**config.mk**
```make
export PLATFORM = sky130hd
export DESIGN_NAME = sdma_engine
export DESIGN_NICKNAME = d
export VERILOG_FILES = /design/src/rtl/sdma_pkg.sv /design/src/rtl/sdma_regs.sv /design/src/rtl/sdma_seq.sv /design/src/rtl/sdma_word_buf.sv /design/src/rtl/sdma_engine.sv
export SDC_FILE = /design/constraint.sdc
export NUM_CORES = 1
export LEC_CHECK = 0
export ABC_AREA = 1
export BUFFER_PORTS_ARGS = -buffer_cell sky130_fd_sc_hd__buf_2
export CAP_MARGIN = 20
export CORE_AREA = 2 2 120 122
export CTS_CLUSTER_DIAMETER = 50
export CTS_CLUSTER_SIZE = 14
export DETAILED_ROUTE_END_ITERATION = 16
export DIE_AREA = 0 0 122 124
export PLACE_DENSITY = 0.83
export SLEW_MARGIN = 20
export SYNTH_ARGS = -nofsm -noshare
export SYNTH_HDL_FRONTEND = slang
export SYNTH_SLANG_ARGS = --single-unit
```
**constraint.sdc**
```tcl
create_clock -name clk -period 4.7 [get_ports clk]
set_input_delay 0.47 -clock clk [delete_from_list [all_inputs] [get_ports clk]]
set_output_delay 0.47 -clock clk [all_outputs]
set_load 0.02 [all_outputs]
```
**src/rtl/sdma_pkg.sv**
```systemverilog
package sdma_pkg;

  typedef enum logic [2:0] {
    SEL_ADDR  = 3'd0,
    SEL_BSIZE = 3'd1,
    SEL_BCNT  = 3'd2,
    SEL_MODE  = 3'd3,
    SEL_HCTL  = 3'd4,
    SEL_STAT  = 3'd5
  } reg_sel_e;

  typedef enum logic [2:0] {
    ST_IDLE,
    ST_LAUNCH,
    ST_CARD_IN,
    ST_MEM_WR,
    ST_MEM_RD,
    ST_CARD_OUT,
    ST_PAUSE
  } eng_state_e;

  typedef struct packed {
    logic multi;
    logic dir_rd;
    logic auto_stop;
    logic cnt_en;
    logic dma_en;
  } xfer_mode_t;

  localparam int MODE_DMA_EN    = 0;
  localparam int MODE_CNT_EN    = 1;
  localparam int MODE_AUTO_STOP = 2;
  localparam int MODE_DIR_RD    = 4;
  localparam int MODE_MULTI     = 5;
  localparam int BSZ_BOUND_LSB  = 12;
  localparam int HCTL_SEL_LSB   = 3;
  localparam int STAT_DONE      = 0;
  localparam int STAT_BOUND     = 1;

  // Size in bytes of one boundary window.
  function automatic logic [63:0] window_span(input int base_log2, input logic [2:0] sel);
    return 64'd1 << (base_log2 + int'(sel));
  endfunction

  // True when an address is the first byte of a window.
  function automatic logic on_window_edge(input logic [63:0] addr, input int base_log2,
                                          input logic [2:0] sel);
    return (addr & (window_span(base_log2, sel) - 64'd1)) == 64'd0;
  endfunction

  // Words per block; a length shorter than one word still moves one word.
  function automatic logic [15:0] block_words(input logic [15:0] len_bytes, input int wb_log2);
    logic [15:0] w;
    w = len_bytes >> wb_log2;
    return (w == 16'd0) ? 16'd1 : w;
  endfunction

endpackage

```
**src/rtl/sdma_regs.sv**
```systemverilog
module sdma_regs
  import sdma_pkg::*;
#(
  parameter int ADDR_W  = 32,
  parameter int REG_W   = 32,
  parameter int CNT_W   = 16,
  parameter int LEN_W   = 12,
  parameter int WB_LOG2 = 2
) (
  input  logic              clk,
  input  logic              rst_n,
  input  logic              wr_en,
  input  logic [2:0]        wr_sel,
  input  logic [REG_W-1:0]  wr_data,
  input  logic              busy,
  input  logic              paused,
  input  logic              evt_step,
  input  logic              evt_blk_dec,
  input  logic              evt_done,
  input  logic              evt_pause,
  output logic [ADDR_W-1:0] sys_addr,
  output logic [LEN_W-1:0]  blk_len,
  output logic [2:0]        bound_sel,
  output logic [CNT_W-1:0]  blk_cnt,
  output xfer_mode_t        mode,
  output logic [1:0]        dma_sel,
  output logic              st_done,
  output logic              st_bound,
  output logic              start,
  output logic              resume
);

  localparam logic [ADDR_W-1:0] WORD_BYTES = ADDR_W'(1 << WB_LOG2);

  logic wr_addr, wr_bsize, wr_bcnt, wr_mode, wr_hctl, wr_stat;
  logic clr_done, clr_bound;

  always_comb begin
    wr_addr   = wr_en && (reg_sel_e'(wr_sel) == SEL_ADDR) && (!busy || paused);
    wr_bsize  = wr_en && (reg_sel_e'(wr_sel) == SEL_BSIZE) && !busy;
    wr_bcnt   = wr_en && (reg_sel_e'(wr_sel) == SEL_BCNT) && !busy;
    wr_mode   = wr_en && (reg_sel_e'(wr_sel) == SEL_MODE) && !busy;
    wr_hctl   = wr_en && (reg_sel_e'(wr_sel) == SEL_HCTL);
    wr_stat   = wr_en && (reg_sel_e'(wr_sel) == SEL_STAT);
    clr_done  = wr_stat && wr_data[STAT_DONE];
    clr_bound = wr_stat && wr_data[STAT_BOUND];
    start     = wr_mode && wr_data[MODE_DMA_EN] && (dma_sel == 2'b00);
    resume    = wr_addr && paused;
  end

  always_ff @(posedge clk or negedge rst_n) begin
    if (!rst_n) begin
      sys_addr <= '0;
    end else if (wr_addr) begin
      sys_addr <= wr_data[ADDR_W-1:0];
    end else if (evt_step) begin
      sys_addr <= sys_addr + WORD_BYTES;
    end
  end

  always_ff @(posedge clk or negedge rst_n) begin
    if (!rst_n) begin
      blk_len   <= '0;
      bound_sel <= '0;
    end else if (wr_bsize) begin
      blk_len   <= wr_data[LEN_W-1:0];
      bound_sel <= wr_data[BSZ_BOUND_LSB +: 3];
    end
  end

  always_ff @(posedge clk or negedge rst_n) begin
    if (!rst_n) begin
      blk_cnt <= '0;
    end else if (wr_bcnt) begin
      blk_cnt <= wr_data[CNT_W-1:0];
    end else if (evt_blk_dec) begin
      blk_cnt <= blk_cnt - CNT_W'(1);
    end
  end

  always_ff @(posedge clk or negedge rst_n) begin
    if (!rst_n) begin
      mode <= '0;
    end else if (wr_mode) begin
      mode.dma_en    <= wr_data[MODE_DMA_EN];
      mode.cnt_en    <= wr_data[MODE_CNT_EN];
      mode.auto_stop <= wr_data[MODE_AUTO_STOP];
      mode.dir_rd    <= wr_data[MODE_DIR_RD];
      mode.multi     <= wr_data[MODE_MULTI];
    end
  end

  always_ff @(posedge clk or negedge rst_n) begin
    if (!rst_n) begin
      dma_sel <= 2'b00;
    end else if (wr_hctl) begin
      dma_sel <= wr_data[HCTL_SEL_LSB +: 2];
    end
  end

  // A set in the same cycle as a clear wins.
  always_ff @(posedge clk or negedge rst_n) begin
    if (!rst_n) begin
      st_done  <= 1'b0;
      st_bound <= 1'b0;
    end else begin
      st_done  <= evt_done  || (st_done  && !clr_done);
      st_bound <= evt_pause || (st_bound && !clr_bound);
    end
  end

endmodule

```
**src/rtl/sdma_seq.sv**
```systemverilog
module sdma_seq
  import sdma_pkg::*;
#(
  parameter int ADDR_W    = 32,
  parameter int CNT_W     = 16,
  parameter int LEN_W     = 12,
  parameter int BASE_LOG2 = 12,
  parameter int WB_LOG2   = 2
) (
  input  logic              clk,
  input  logic              rst_n,
  input  logic              start,
  input  logic              resume,
  input  logic [ADDR_W-1:0] sys_addr,
  input  logic [LEN_W-1:0]  blk_len,
  input  logic [2:0]        bound_sel,
  input  logic [CNT_W-1:0]  blk_cnt,
  input  xfer_mode_t        mode,
  input  logic              mem_ack,
  input  logic              cin_valid,
  input  logic              cout_ready,
  output logic              busy,
  output logic              paused,
  output logic              mem_req,
  output logic              mem_we,
  output logic              cin_ready,
  output logic              cout_valid,
  output logic              ld_card,
  output logic              ld_mem,
  output logic              evt_step,
  output logic              evt_blk_dec,
  output logic              evt_done,
  output logic              evt_pause,
  output logic              auto_stop
);

  localparam logic [ADDR_W-1:0] WORD_BYTES = ADDR_W'(1 << WB_LOG2);

  eng_state_e          state_q, state_d;
  logic [LEN_W-1:0]    word_idx_q;
  logic [15:0]         words;
  logic                last_word, last_block, multi_cnt, empty_xfer;
  logic [ADDR_W-1:0]   next_addr;
  logic                edge_hit;
  eng_state_e          first_st;
  logic                auto_stop_q;

  always_comb begin
    words      = block_words(16'(blk_len), WB_LOG2);
    last_word  = (16'(word_idx_q) == (words - 16'd1));
    multi_cnt  = mode.cnt_en && mode.multi;
    last_block = !multi_cnt || (blk_cnt == CNT_W'(1));
    empty_xfer = multi_cnt && (blk_cnt == '0);
    next_addr  = sys_addr + WORD_BYTES;
    edge_hit   = on_window_edge(64'(next_addr), BASE_LOG2, bound_sel);
    first_st   = mode.dir_rd ? ST_CARD_IN : ST_MEM_RD;
  end

  always_comb begin
    busy       = (state_q != ST_IDLE);
    paused     = (state_q == ST_PAUSE);
    mem_req    = (state_q == ST_MEM_WR) || (state_q == ST_MEM_RD);
    mem_we     = (state_q == ST_MEM_WR);
    cin_ready  = (state_q == ST_CARD_IN);
    cout_valid = (state_q == ST_CARD_OUT);
    ld_card    = cin_ready && cin_valid;
    ld_mem     = (state_q == ST_MEM_RD) && mem_ack;
    evt_step   = ((state_q == ST_MEM_WR) && mem_ack) ||
                 ((state_q == ST_CARD_OUT) && cout_ready);
    evt_blk_dec = evt_step && last_word && mode.cnt_en;
    evt_done   = (evt_step && last_word && last_block) ||
                 ((state_q == ST_LAUNCH) && empty_xfer);
    evt_pause  = evt_step && !(last_word && last_block) && edge_hit;
  end

  always_comb begin
    state_d = state_q;
    unique case (state_q)
      ST_IDLE:     if (start) state_d = ST_LAUNCH;
      ST_LAUNCH:   state_d = empty_xfer ? ST_IDLE : first_st;
      ST_CARD_IN:  if (cin_valid) state_d = ST_MEM_WR;
      ST_MEM_RD:   if (mem_ack) state_d = ST_CARD_OUT;
      ST_MEM_WR,
      ST_CARD_OUT: begin
        if (evt_done)       state_d = ST_IDLE;
        else if (evt_pause) state_d = ST_PAUSE;
        else if (evt_step)  state_d = first_st;
      end
      ST_PAUSE:    if (resume) state_d = first_st;
      default:     state_d = ST_IDLE;
    endcase
  end

  always_ff @(posedge clk or negedge rst_n) begin
    if (!rst_n) begin
      state_q     <= ST_IDLE;
      word_idx_q  <= '0;
      auto_stop_q <= 1'b0;
    end else begin
      state_q     <= state_d;
      auto_stop_q <= evt_done && mode.auto_stop && mode.multi;
      if (state_q == ST_LAUNCH) begin
        word_idx_q <= '0;
      end else if (evt_step) begin
        word_idx_q <= last_word ? '0 : word_idx_q + LEN_W'(1);
      end
    end
  end

  assign auto_stop = auto_stop_q;

endmodule

```
**src/rtl/sdma_word_buf.sv**
```systemverilog
module sdma_word_buf #(
  parameter int DATA_W = 32
) (
  input  logic              clk,
  input  logic              rst_n,
  input  logic              ld_card,
  input  logic              ld_mem,
  input  logic [DATA_W-1:0] card_word,
  input  logic [DATA_W-1:0] mem_word,
  output logic [DATA_W-1:0] held_word
);

  always_ff @(posedge clk or negedge rst_n) begin
    if (!rst_n) begin
      held_word <= '0;
    end else if (ld_card) begin
      held_word <= card_word;
    end else if (ld_mem) begin
      held_word <= mem_word;
    end
  end

endmodule

```
**src/rtl/sdma_engine.sv**
```systemverilog
module sdma_engine
  import sdma_pkg::*;
#(
  parameter int ADDR_W    = 32,
  parameter int DATA_W    = 32,
  parameter int CNT_W     = 16,
  parameter int LEN_W     = 12,
  parameter int BASE_LOG2 = 12
) (
  input  logic              clk,
  input  logic              rst_n,
  input  logic              wr_en,
  input  logic [2:0]        wr_sel,
  input  logic [31:0]       wr_data,
  output logic [ADDR_W-1:0] sys_addr_rd,
  output logic [CNT_W-1:0]  blk_cnt_rd,
  output logic              st_xfer_done,
  output logic              st_dma_bound,
  output logic              busy,
  output logic              auto_stop,
  output logic              mem_req,
  output logic              mem_we,
  output logic [ADDR_W-1:0] mem_addr,
  output logic [DATA_W-1:0] mem_wdata,
  input  logic [DATA_W-1:0] mem_rdata,
  input  logic              mem_ack,
  input  logic              cin_valid,
  input  logic [DATA_W-1:0] cin_data,
  output logic              cin_ready,
  output logic              cout_valid,
  output logic [DATA_W-1:0] cout_data,
  input  logic              cout_ready
);

  localparam int WB_LOG2 = $clog2(DATA_W / 8);

  logic [ADDR_W-1:0] sys_addr;
  logic [LEN_W-1:0]  blk_len;
  logic [2:0]        bound_sel;
  logic [CNT_W-1:0]  blk_cnt;
  xfer_mode_t        mode;
  logic [1:0]        dma_sel_q;
  logic              start, resume, paused;
  logic              evt_step, evt_blk_dec, evt_done, evt_pause;
  logic              ld_card, ld_mem;
  logic [DATA_W-1:0] held_word;

  sdma_regs #(
    .ADDR_W(ADDR_W), .REG_W(32), .CNT_W(CNT_W), .LEN_W(LEN_W), .WB_LOG2(WB_LOG2)
  ) regs_i (
    .clk(clk), .rst_n(rst_n), .wr_en(wr_en), .wr_sel(wr_sel), .wr_data(wr_data),
    .busy(busy), .paused(paused), .evt_step(evt_step), .evt_blk_dec(evt_blk_dec),
    .evt_done(evt_done), .evt_pause(evt_pause), .sys_addr(sys_addr), .blk_len(blk_len),
    .bound_sel(bound_sel), .blk_cnt(blk_cnt), .mode(mode), .dma_sel(dma_sel_q),
    .st_done(st_xfer_done), .st_bound(st_dma_bound), .start(start), .resume(resume)
  );

  sdma_seq #(
    .ADDR_W(ADDR_W), .CNT_W(CNT_W), .LEN_W(LEN_W), .BASE_LOG2(BASE_LOG2), .WB_LOG2(WB_LOG2)
  ) seq_i (
    .clk(clk), .rst_n(rst_n), .start(start), .resume(resume), .sys_addr(sys_addr),
    .blk_len(blk_len), .bound_sel(bound_sel), .blk_cnt(blk_cnt), .mode(mode),
    .mem_ack(mem_ack), .cin_valid(cin_valid), .cout_ready(cout_ready), .busy(busy),
    .paused(paused), .mem_req(mem_req), .mem_we(mem_we), .cin_ready(cin_ready),
    .cout_valid(cout_valid), .ld_card(ld_card), .ld_mem(ld_mem), .evt_step(evt_step),
    .evt_blk_dec(evt_blk_dec), .evt_done(evt_done), .evt_pause(evt_pause),
    .auto_stop(auto_stop)
  );

  sdma_word_buf #(.DATA_W(DATA_W)) buf_i (
    .clk(clk), .rst_n(rst_n), .ld_card(ld_card), .ld_mem(ld_mem),
    .card_word(cin_data), .mem_word(mem_rdata), .held_word(held_word)
  );

  assign sys_addr_rd = sys_addr;
  assign blk_cnt_rd  = blk_cnt;
  assign mem_addr    = sys_addr;
  assign mem_wdata   = held_word;
  assign cout_data   = held_word;

endmodule

```
# Yosys cells after proc, flatten, opt, wreduce, memory -nomap -nowiden

Cells that the tools add are included.

Add/sub/neg operators: 6
Equality and inequality tests: 18
Shift-type cells: 1
Reduce and logical (&&, ||, !) cells: 57
Mux-type cells: 20
Bitwise operators: 1

Operators by type and width:

| kind                    | number |
|---|---|
| $mux W32                | 4 |
| $and A32 B64 Y64        | 1 |
| $logic_not A64 Y1       | 1 |
| $shl A1 B32 Y64 const A | 1 |
| $sub A64 B1 Y64 const B | 1 |
| $mux W12                | 3 |
| $add A32 B3 Y32 const B | 1 |
| $logic_and A1 B1 Y1     | 32 |
| $logic_not A16 Y1       | 2 |
| $mux W16                | 2 |
| $sub A16 B1 Y16 const B | 2 |
| $mux W3                 | 9 |
| $pmux W3 S6             | 1 |
| $eq A12 B16 Y1          | 1 |
| $eq A16 B1 Y1 const B   | 1 |
| $eq A3 B3 Y1 const B    | 5 |
| $add A12 B1 Y12 const B | 1 |
| $eq A3 B2 Y1 const B    | 4 |
| $mux W10                | 1 |
| $ne A2 B2 Y1 const B    | 4 |
| $reduce_bool A2 Y1      | 4 |
| $logic_or A1 B1 Y1      | 7 |
| $eq A3 B1 Y1 const B    | 2 |
| $logic_not A3 Y1        | 2 |
| other kinds (7)         | 11 |

Flip-flop bits (word level): 119
Word-level logic and storage cells: 118
Input port bits: 105
Output and inout bits: 152

# Logic depth before layout (Yosys ltp)

Gate-level depths: netlist (run 1).

Depth in word-level cells: 11
Gate-level depth with buffers: 21
Gate-level depth less buffers: 21

# By module

From an unflattened synthesis (run 1), not the netlist that was laid out.

Cell total of the unflattened synthesis: 1185
Area, all modules: 8232.9 um^2

By module, submodules not included:

| module        | sequential area each (um^2) | cells an instance | area an instance (um^2) | times used |
|---|---|---|---|---|
| sdma_regs     | 1801.7                      | 620               | 4396.7                  | 1 |
| sdma_seq      | 400.4                       | 325               | 1849.3                  | 1 |
| sdma_word_buf | 800.8                       | 176               | 1506.4                  | 1 |
| sdma_engine   | 0.0                         | 64                | 480.5                   | 1 |

# Worst setup path before layout (run 1)

Ideal clock, no wire load.

Path kind: register to register
Start point: reg regs_i.blk_len[6]
End point: reg regs_i.blk_cnt[14]
Path slack: 2.166 ns
Path buffers: 1
Required time: 4.568 ns
Library setup time: 0.132 ns
Clock period less this slack: 2.534 ns
Stages on the path, launching flop included: 21
Arrival time: 2.403 ns
Path through: dfrtp_1 nor2_4 nand3_2 nor2_1 nor2_2 ha_1 nand2_1 nand2_1 nor2_1 nand3_1 nor2_1 nand2_1 nor2_1 nand3_1 nor2_4 nand4_4 nand2_4 inv_2 buf_6 nand2_2 o221ai_2

Word-level cells in the longest chain between the ends: 7

RTL lines:

| item                                  | RTL line        | source |
|---|---|---|
| start: declaration                    | sdma_regs.sv:22 | `output logic [LEN_W-1:0] blk_len,` |
| start signal: assignment              | sdma_regs.sv:66 | `blk_len <= wr_data[LEN_W-1:0];` |
| $logic_not A16 Y1                     | sdma_pkg.sv:55  | `return (w == 16'd0) ? 16'd1 : w;` |
| $mux W10 *                            | sdma_pkg.sv:55  |  |
| $sub A16 B1 Y16 *                     | sdma_seq.sv:50  | `last_word = (16'(word_idx_q) == (words - 16'd1));` |
| $eq A12 B16 Y1 *                      | sdma_seq.sv:50  |  |
| $logic_and A1 B1 Y1 * (2 in series)   | sdma_seq.sv:70  | `evt_blk_dec = evt_step && last_word && mode.cnt_en;` |
| $reduce_bool A2 Y1 (no source line) * | --              |  |
| end signal: assignment                | sdma_regs.sv:75 | `blk_cnt <= wr_data[CNT_W-1:0];` |
| end signal: assignment                | sdma_regs.sv:77 | `blk_cnt <= blk_cnt - CNT_W'(1);` |
| end: declaration                      | sdma_regs.sv:24 | `output logic [CNT_W-1:0] blk_cnt,` |

Every way passes the cells marked *; elsewhere a longest branch is shown, timed or not.
A chain may end at the register's enable or synchronous reset.

# Worst setup path in the final report (run 1)

Start point: reg seq_i.state_q[2]
End point: reg buf_i.held_word[7]

Word-level cells in the longest chain between the ends: 3
Elaborated cells on any way between the ends: 6
Classes of those cells: 2 x eq/ne; 1 x mux; 3 x reduce/logical

RTL lines:

| item                                                  | RTL line                       | source |
|---|---|---|
| start: declaration                                    | sdma_seq.sv:39                 | `eng_state_e state_q, state_d;` |
| start signal: assignment                              | sdma_seq.sv:100                | `state_q <= state_d;` |
| $eq A3 B2 Y1 / $eq A3 B3 Y1 (equally long branches)   | sdma_seq.sv:64, sdma_seq.sv:67 |  |
| $logic_and A1 B1 Y1 (on tied branches)                | sdma_seq.sv:66, sdma_seq.sv:67 |  |
| $mux W32 / $reduce_bool A2 Y1 (equally long branches) | --                             |  |
| end signal: assignment                                | sdma_word_buf.sv:17            | `held_word <= card_word;` |
| end signal: assignment                                | sdma_word_buf.sv:19            | `held_word <= mem_word;` |
| end: declaration                                      | sdma_word_buf.sv:10            | `output logic [DATA_W-1:0] held_word` |

Parallel ways exist; a longest one is shown, timed or not.

==> impl_metrics.ini, run 1 <==
[outcome]
status = complete, no violations

[cts]
worstSkewPairLatency_ns = 0.42
cts_tree = built
cts-resized-gates = 0
cts_sinks = 117
clkSlewWorstSetupHoldPaths_ns = 0.06
cts.htree.levels = 4
cts_root_buffer = clkbuf_16
postCtsSetupBuffers = 0
holdBufCountCts = 0
numCtsBuffers = 17
cts.path.max_buffers = 2

[routing]
num_vias = 7571
wirelength_microns = 21400
drtIter0Drc = 532
drc_errors = 0
drtAntennaViolNets = 0
drt-wirelength-per-cell_microns = 15.2
first_pass_iters = 6
vias_per_cell = 5.38

[logic_synthesis]
ys_warn_count = 0
synth_top_family_by_area = simple AND/OR/NAND/NOR gates
ys_async_sr_fraction_pct = 100
synthAdderAreaFrac_pct = 1.01
synthCells = 1030
syn_area_sq_um = 7460
seq_area_frac_synth_pct = 39.3
syn_nets = 1141
synth.distinct_cells = 40
syn_area_per_cell_sq_um = 7.24
muxShareOfSynthArea_pct = 0
synth-edff-count = 0
synth_seq_cells = 117
ys_top_cells_by_area = dfrtp_1 (39%), nand2_1 (12%), o21ai_0 (9.1%)
netlist.area_leader.share_pct = 39.3
yosys.area_share.simple_pct = 27.9
synth_xor_xnor_area_share_pct = 3.51
synth_area_leader_cell = dfrtp_1
synth_ff_type = dfrtp_1
synth-compound-area-share_pct = 14.9

[place]
placed_area_sq_um = 8390
place_congestion = 0.926
port_buffers = 256
pre_cts_slack_ns = 1.21
dpl.hpwl_microns = 15800
numPlacedInstances = 1377

[power]
p_int_mw = 3.41
p_per_area_nw_per_um2 = 708
switching_share_pct = 46.7
power_mw = 6.40
vdd_drop_max_uv = 389
power_frac_comb_pct = 47.8
power_frac_seq_pct = 29.6
power_switching_mw = 2.99
p_leak_nw = 4.68
clkPwrFrac_pct = 22.6

[timing]
clock.fmax_mhz = 276
finalHoldViolations = 0
skew_ns = 0.00747
relSlewSlack_pct = 34.6
finalSetupTns_ns = 0
grt_setup_unrepaired = false
layout_setup_ws_ns = 1.07
slew_violations = 0
worst_pin_slew_ns = 0.980
setup_viol = 0
fin_crit_sh_pct = 77.2
min_period_ns = 3.63

[cells_and_area]
nNetsFinal = 1327
drive_above_1_share_pct = 26.2
finalInstanceArea_sq_um = 9040
mostFrequentLayoutCells = buf_2 (255), nand2_1 (246), o21ai_0 (136), nor2_1 (133), dfrtp_1 (117)
fill_cells = 1183
fin_cells = 1407
antenna_cells = 0
final_common_cell = buf_2
area_growth_pct = 21.3

[global_routing]
use_met1_pct = 37.1
grt_pass1_wl_microns = 33700
grt_pass1_vias = 6884
grtUsageTotal_pct = 28.4
grt_util_met2_pct = 47.1
top_usage_layer = met2
grt_max_degree = 81
gr-total-overflow = 0
antenna_found_initial = 0
gr-usage-met3_pct = 6.46

[setup_path]
cp-end-kind = flop
critical_path_class = reg -> reg
cp.arrival_ns = 3.94
cp-start-kind = flop
critPathMaxFanout = 34
crit_required_ns = 5.01

[die]
core_region_area_sq_um = 13700
dieArea_sq_um = 15100
initial_core_util_pct = 54.3
die_x_microns = 122
die_h_microns = 124
rows = 43
ios = 257

[job]
cap_violations = 0

[hold_path]
hold_path_class = in -> async
==> state kept, by name, indices dropped and copies added, names as in the netlist <==
| name | cells |
|---|---|
| regs_i.sys_addr | 32 |
| seq_i.state_q | 3 |
| seq_i.word_idx_q | 12 |
| seq_i.auto_stop | 1 |
| regs_i.bound_sel | 3 |
| regs_i.blk_len | 10 |
| regs_i.blk_cnt | 16 |
| regs_i.dma_sel | 2 |
| regs_i.st_bound | 1 |
| buf_i.held_word | 32 |
| regs_i.st_done | 1 |
| regs_i.mode | 4 |
==> final timing paths <==
path	from	to	slack, ns	depth (start not counted)
min in group clk	wr_data[18]	regs_i.sys_addr[18]	0.28	3
max	seq_i.state_q[2]	buf_i.held_word[7]	1.07	8
max in group asynchronous	rst_n	buf_i.held_word[27]	3.65	2
min reg2reg	regs_i.mode[2]	regs_i.mode[2]	0.49	2
max reg2reg	seq_i.state_q[2]	buf_i.held_word[7]	1.07	8
min	rst_n	regs_i.blk_cnt[9]	0.09	1
==> area by class of cell <==
cell class	count	area, sq um	area share, %
Clock buffer	21	480	5.31
Timing Repair Buffer	260	1320	14.6
Tap cell	180	225	2.49
Sequential cell	117	2930	32.4
Multi-Input combinational cell	717	3530	39.1
Clock inverter	9	174	1.92
Inverter	103	387	4.27
==> cells in the mapped netlist, types with 3 or more instances <==
master and count:
nand2_1 246, o21ai_0 136, nor2_1 133, dfrtp_1 117
inv_1 98, buf_4 66, nand3_1 49, clkbuf_1 23
xor2_1 19, o22ai_1 17, nand4_1 14, o211ai_1 14
a21oi_1 11, nor3_1 10, xnor2_1 9, o221ai_1 8
ha_1 6, inv_2 5, nor2_4 5, nor4_1 5
o21ai_1 5, nor2_2 4, or2_2 4, buf_2 3
nand2_2 3, nand3_2 3
==> power groups by stage <==
stage / clock [mW] / sequential [mW] / combinational [mW]
2_1_floorplan: 0 / 2.17 / 2.06
3_3_place_gp: 0 / 1.89 / 2.98
3_5_place_dp: 0 / 1.90 / 3.04
4_1_cts: 1.45 / 1.89 / 3.06
5_1_grt: 1.50 / 1.97 / 3.40
6_report: 1.45 / 1.90 / 3.06
==> routing by layer <==
layer,up-vias,wire length (microns)
met1,3533,8830
met5,-,0
met2,315,10500
met4,0,457
li1,3677,-
met3,46,1640
==> logic make-up (layout without fill, tap and decap cells) <==
| kind of cell | after synthesis | in the layout |
|---|---|---|
| AND/OR/NAND/NOR | 483 | 483 |
| AO/OA/AOI/OAI | 199 | 199 |
| buffers and inverters | 196 | 393 |
| flip-flops | 117 | 117 |
| XOR/XNOR | 29 | 29 |
| adder cells (fa/ha/maj) | 6 | 6 |
==> worst max-delay path, stage by stage, from the launching register on <==
cell     delay [ns]
dfrtp_1        0.47
inv_1          0.13
nand2_1        0.11
inv_1          0.06
nand2_1        0.68
nand2_1        0.77
inv_1          0.98
nand2_1        0.15
o21ai_0        0.16
==> metrics by stage <==
stage                     utilization, %  hold slack [ns]
after detailed placement            61.1            0.474
after CTS                           65.9            0.266
after global placement              61.1            0.468
final                               65.9           0.0949
after global routing                65.9            0.149
after floorplan                        -            0.174
Note: power is estimated with default switching activity, not from simulation.
==> run 2, diff against run 1 <==
Settings changed: ABC_AREA 1 to 0, CORE_AREA 2 2 120 122 to 2 2 125 127, DIE_AREA 0 0 122 124 to 0 0 127 129, PLACE_DENSITY 0.83 to 0.77.
Clock period 4.7 ns to 3.4 ns, I/O delays scaled along.
==> run 2 against run 1 <==
  * First-iteration DRC count grew 25%
  * Clock skew is essentially flat
  * Fmax grew 10%
  * Power grew 27%
  * Core utilization shrank 4.0 points
  * Wire length grew 4.2%
  * Worst hold slack lost 0.066 ns
  * Critical endpoint is now regs_i.blk_cnt[9]
==> impl_metrics.ini, run 2 <==
[outcome]
status = complete, no violations

[logic_synthesis]
syn_area_sq_um = 7480
ys_async_sr_fraction_pct = 100
synth_most_common_cell = dfrtp_1
synth-edff-count = 0
synth.distinct_cells = 69
ys_warn_count = 0
synth_area_leader_cell = dfrtp_1
synth_seq_cells = 117
yosys-top-cells-count = dfrtp_1 (117), nand2_1 (104), o21ai_0 (82)
ys_top_cells_by_area = dfrtp_1 (39%), buf_4 (6.4%), o21ai_0 (5.5%)
netlist.area_leader.share_pct = 39.2
syn_nets = 960
syn_area_per_cell_sq_um = 8.81
synthCells = 849
synth_ff_type = dfrtp_1
seq_area_frac_synth_pct = 39.2

[power]
p_per_area_nw_per_um2 = 879
power_frac_seq_pct = 30.9
power_mw = 8.15
p_int_mw = 4.49
p_leak_nw = 4.29
power_frac_comb_pct = 47.3
clkPwrFrac_pct = 21.9
switching_share_pct = 44.9
power_switching_mw = 3.66
vdd_drop_max_uv = 471

[routing]
num_vias = 7294
drtIter0Drc = 663
drt-wirelength-per-cell_microns = 17.9
wirelength_microns = 22300
vias_per_cell = 5.87
drtAntennaViolNets = 0
drc_errors = 0
first_pass_iters = 5

[cells_and_area]
finalInstanceArea_sq_um = 9270
area_growth_pct = 24.1
top_regs = buf_i.held_word (32), regs_i.sys_addr (32), regs_i.blk_cnt (16)
fill_cells = 1286
final_common_cell = buf_2
mostFrequentLayoutCells = buf_2 (255), dfrtp_1 (117), nand2_1 (104), o21ai_0 (81), nor2_1 (39)
drive_above_1_share_pct = 35.2
nNetsFinal = 1150

[hold_path]
hold_path_class = in -> async

[timing]
worst_pin_slew_ns = 0.852
min_period_ns = 3.29
finalHoldViolations = 0
relSlewSlack_pct = 43.2
clock.fmax_mhz = 304
finalSetupTns_ns = 0
slew_violations = 0
skew_ns = 0.00776
fin_crit_sh_pct = 96.9
setup_viol = 0

[setup_path]
cp-end-kind = flop
r2r_slack_ns = 0.11
critical_path_class = reg -> reg
cp.arrival_ns = 3.64
crit_required_ns = 3.74
critPathMaxFanout = 8
r2r_end = regs_i.blk_cnt[9]
reg2reg_from = regs_i.blk_len[8]
cp-start-kind = flop
r2r_cells = 12

[die]
ios = 257
initial_core_util_pct = 49.9
die_x_microns = 127
core_region_area_sq_um = 15000
dieArea_sq_um = 16400
die_h_microns = 129
rows = 45

[place]
placed_area_sq_um = 8550
port_buffers = 256
dpl.hpwl_microns = 16000
place_congestion = 0.907

[cts]
cts_tree = built
numCtsBuffers = 17
holdBufCountCts = 0
cts_sinks = 117
clkSlewWorstSetupHoldPaths_ns = 0.06
cts.path.max_buffers = 2
cts.htree.levels = 4
cts_root_buffer = clkbuf_16
worstSkewPairLatency_ns = 0.42

[global_routing]
gr-total-overflow = 0
grt_max_degree = 65
antenna_found_initial = 3
grt_pass1_vias = 6453
grtUsageTotal_pct = 26.3
grt_pass1_wl_microns = 33900

[job]
cap_violations = 0
-- run 2: kinds of logic (layout without fill, tap and decap cells) --
kind of cell | after synthesis | count (layout) | share of synthesized area, %
simple gates | 302 | 302 | 20.4
compound gates | 205 | 205 | 18.5
buf+inv | 141 | 344 | 10.5
flops | 117 | 117 | 39.2
mux | 57 | 57 | 7.95
xor+xnor | 21 | 21 | 2.46
fa+ha+maj | 6 | 6 | 1.00
other cells | 0 | 3 | 0
-- run 2: metrics by stage --
stage               hold slack (ns)  instances  setup slack [ns]  utilization (%)
floorplan                    0.0444        849           0.00609                -
global route                  0.102       1243          -0.00518             61.9
global placement              0.482       1203            0.0790             57.1
detailed placement            0.491       1203           -0.0314             57.1
finish                       0.0291       1243             0.106             61.9
CTS                          0.0514       1235            0.0444             61.0
-- run 2: what timing repair did --
action,CTS,global route
cloned,0,1
resized for setup,1,12
setup endpoints to repair,5,20
pin swaps,0,5
endpoints found under the hold margin,0,0
setup buffers,0,4
-- run 2: critical path, cell delays in order, from the launching register on --
cell and delay [ns]:
dfrtp_1 0.39, nor4_2 0.33, a31oi_1 0.16, ha_2 0.22, o21ba_2 0.21, a221o_1 0.38, a221oi_2 0.25, and4_4 0.27
o2111ai_4 0.16, buf_12 0.21, clkbuf_4 0.18, or3_1 0.31, a31oi_1 0.16
-- run 2: worst max-delay path by stage --
stage / slack [ns] / cells after the start / from / to
floorplan: 0.006 / 12 / regs_i.blk_len[7] / regs_i.blk_cnt[10]
global placement: 0.08 / 11 / regs_i.blk_len[3] / regs_i.blk_cnt[10]
detailed placement: -0.03 / 11 / regs_i.blk_len[3] / regs_i.blk_cnt[4]
CTS: 0.04 / 11 / regs_i.blk_len[3] / regs_i.blk_cnt[6]
global route: -0.005 / 12 / regs_i.blk_len[8] / regs_i.blk_cnt[9]
finish: 0.11 / 12 / regs_i.blk_len[8] / regs_i.blk_cnt[9]
-- run 2: power by group through the flow --
stage	sequential, mW	combinational [mW]	clock (mW)
2_1_floorplan	2.81	2.45	0
3_3_place_gp	2.48	3.71	0
3_5_place_dp	2.51	3.76	0
4_1_cts	2.50	3.78	1.80
5_1_grt	2.60	4.18	1.87
6_report	2.52	3.85	1.78
-- run 2: cell type report --
type | count | area (sq um) | area share (%)
clock buffers | 20 | 457 | 4.92
inverters | 23 | 86.3 | 0.931
multi-input cells | 591 | 3860 | 41.6
clock inverters | 12 | 130 | 1.40
flip-flops and latches | 117 | 2930 | 31.6
repair buffers | 289 | 1570 | 17.0
well taps | 188 | 235 | 2.54
diodes | 3 | 7.51 | 0.0809
-- run 2: routing by layer --
| metal | part of all wire, % | GRT usage [%] | vias to the layer above | wire length [microns] |
|---|---|---|---|---|
| met5 | 0 | 0 | - | 0 |
| met4 | 2.8 | 10.9 | 0 | 631 |
| met3 | 8.5 | 5.65 | 46 | 1890 |
| met1 | 42 | 35.8 | 3472 | 9440 |
| li1 | - | - | 3427 | - |
| met2 | 46 | 41.0 | 349 | 10300 |
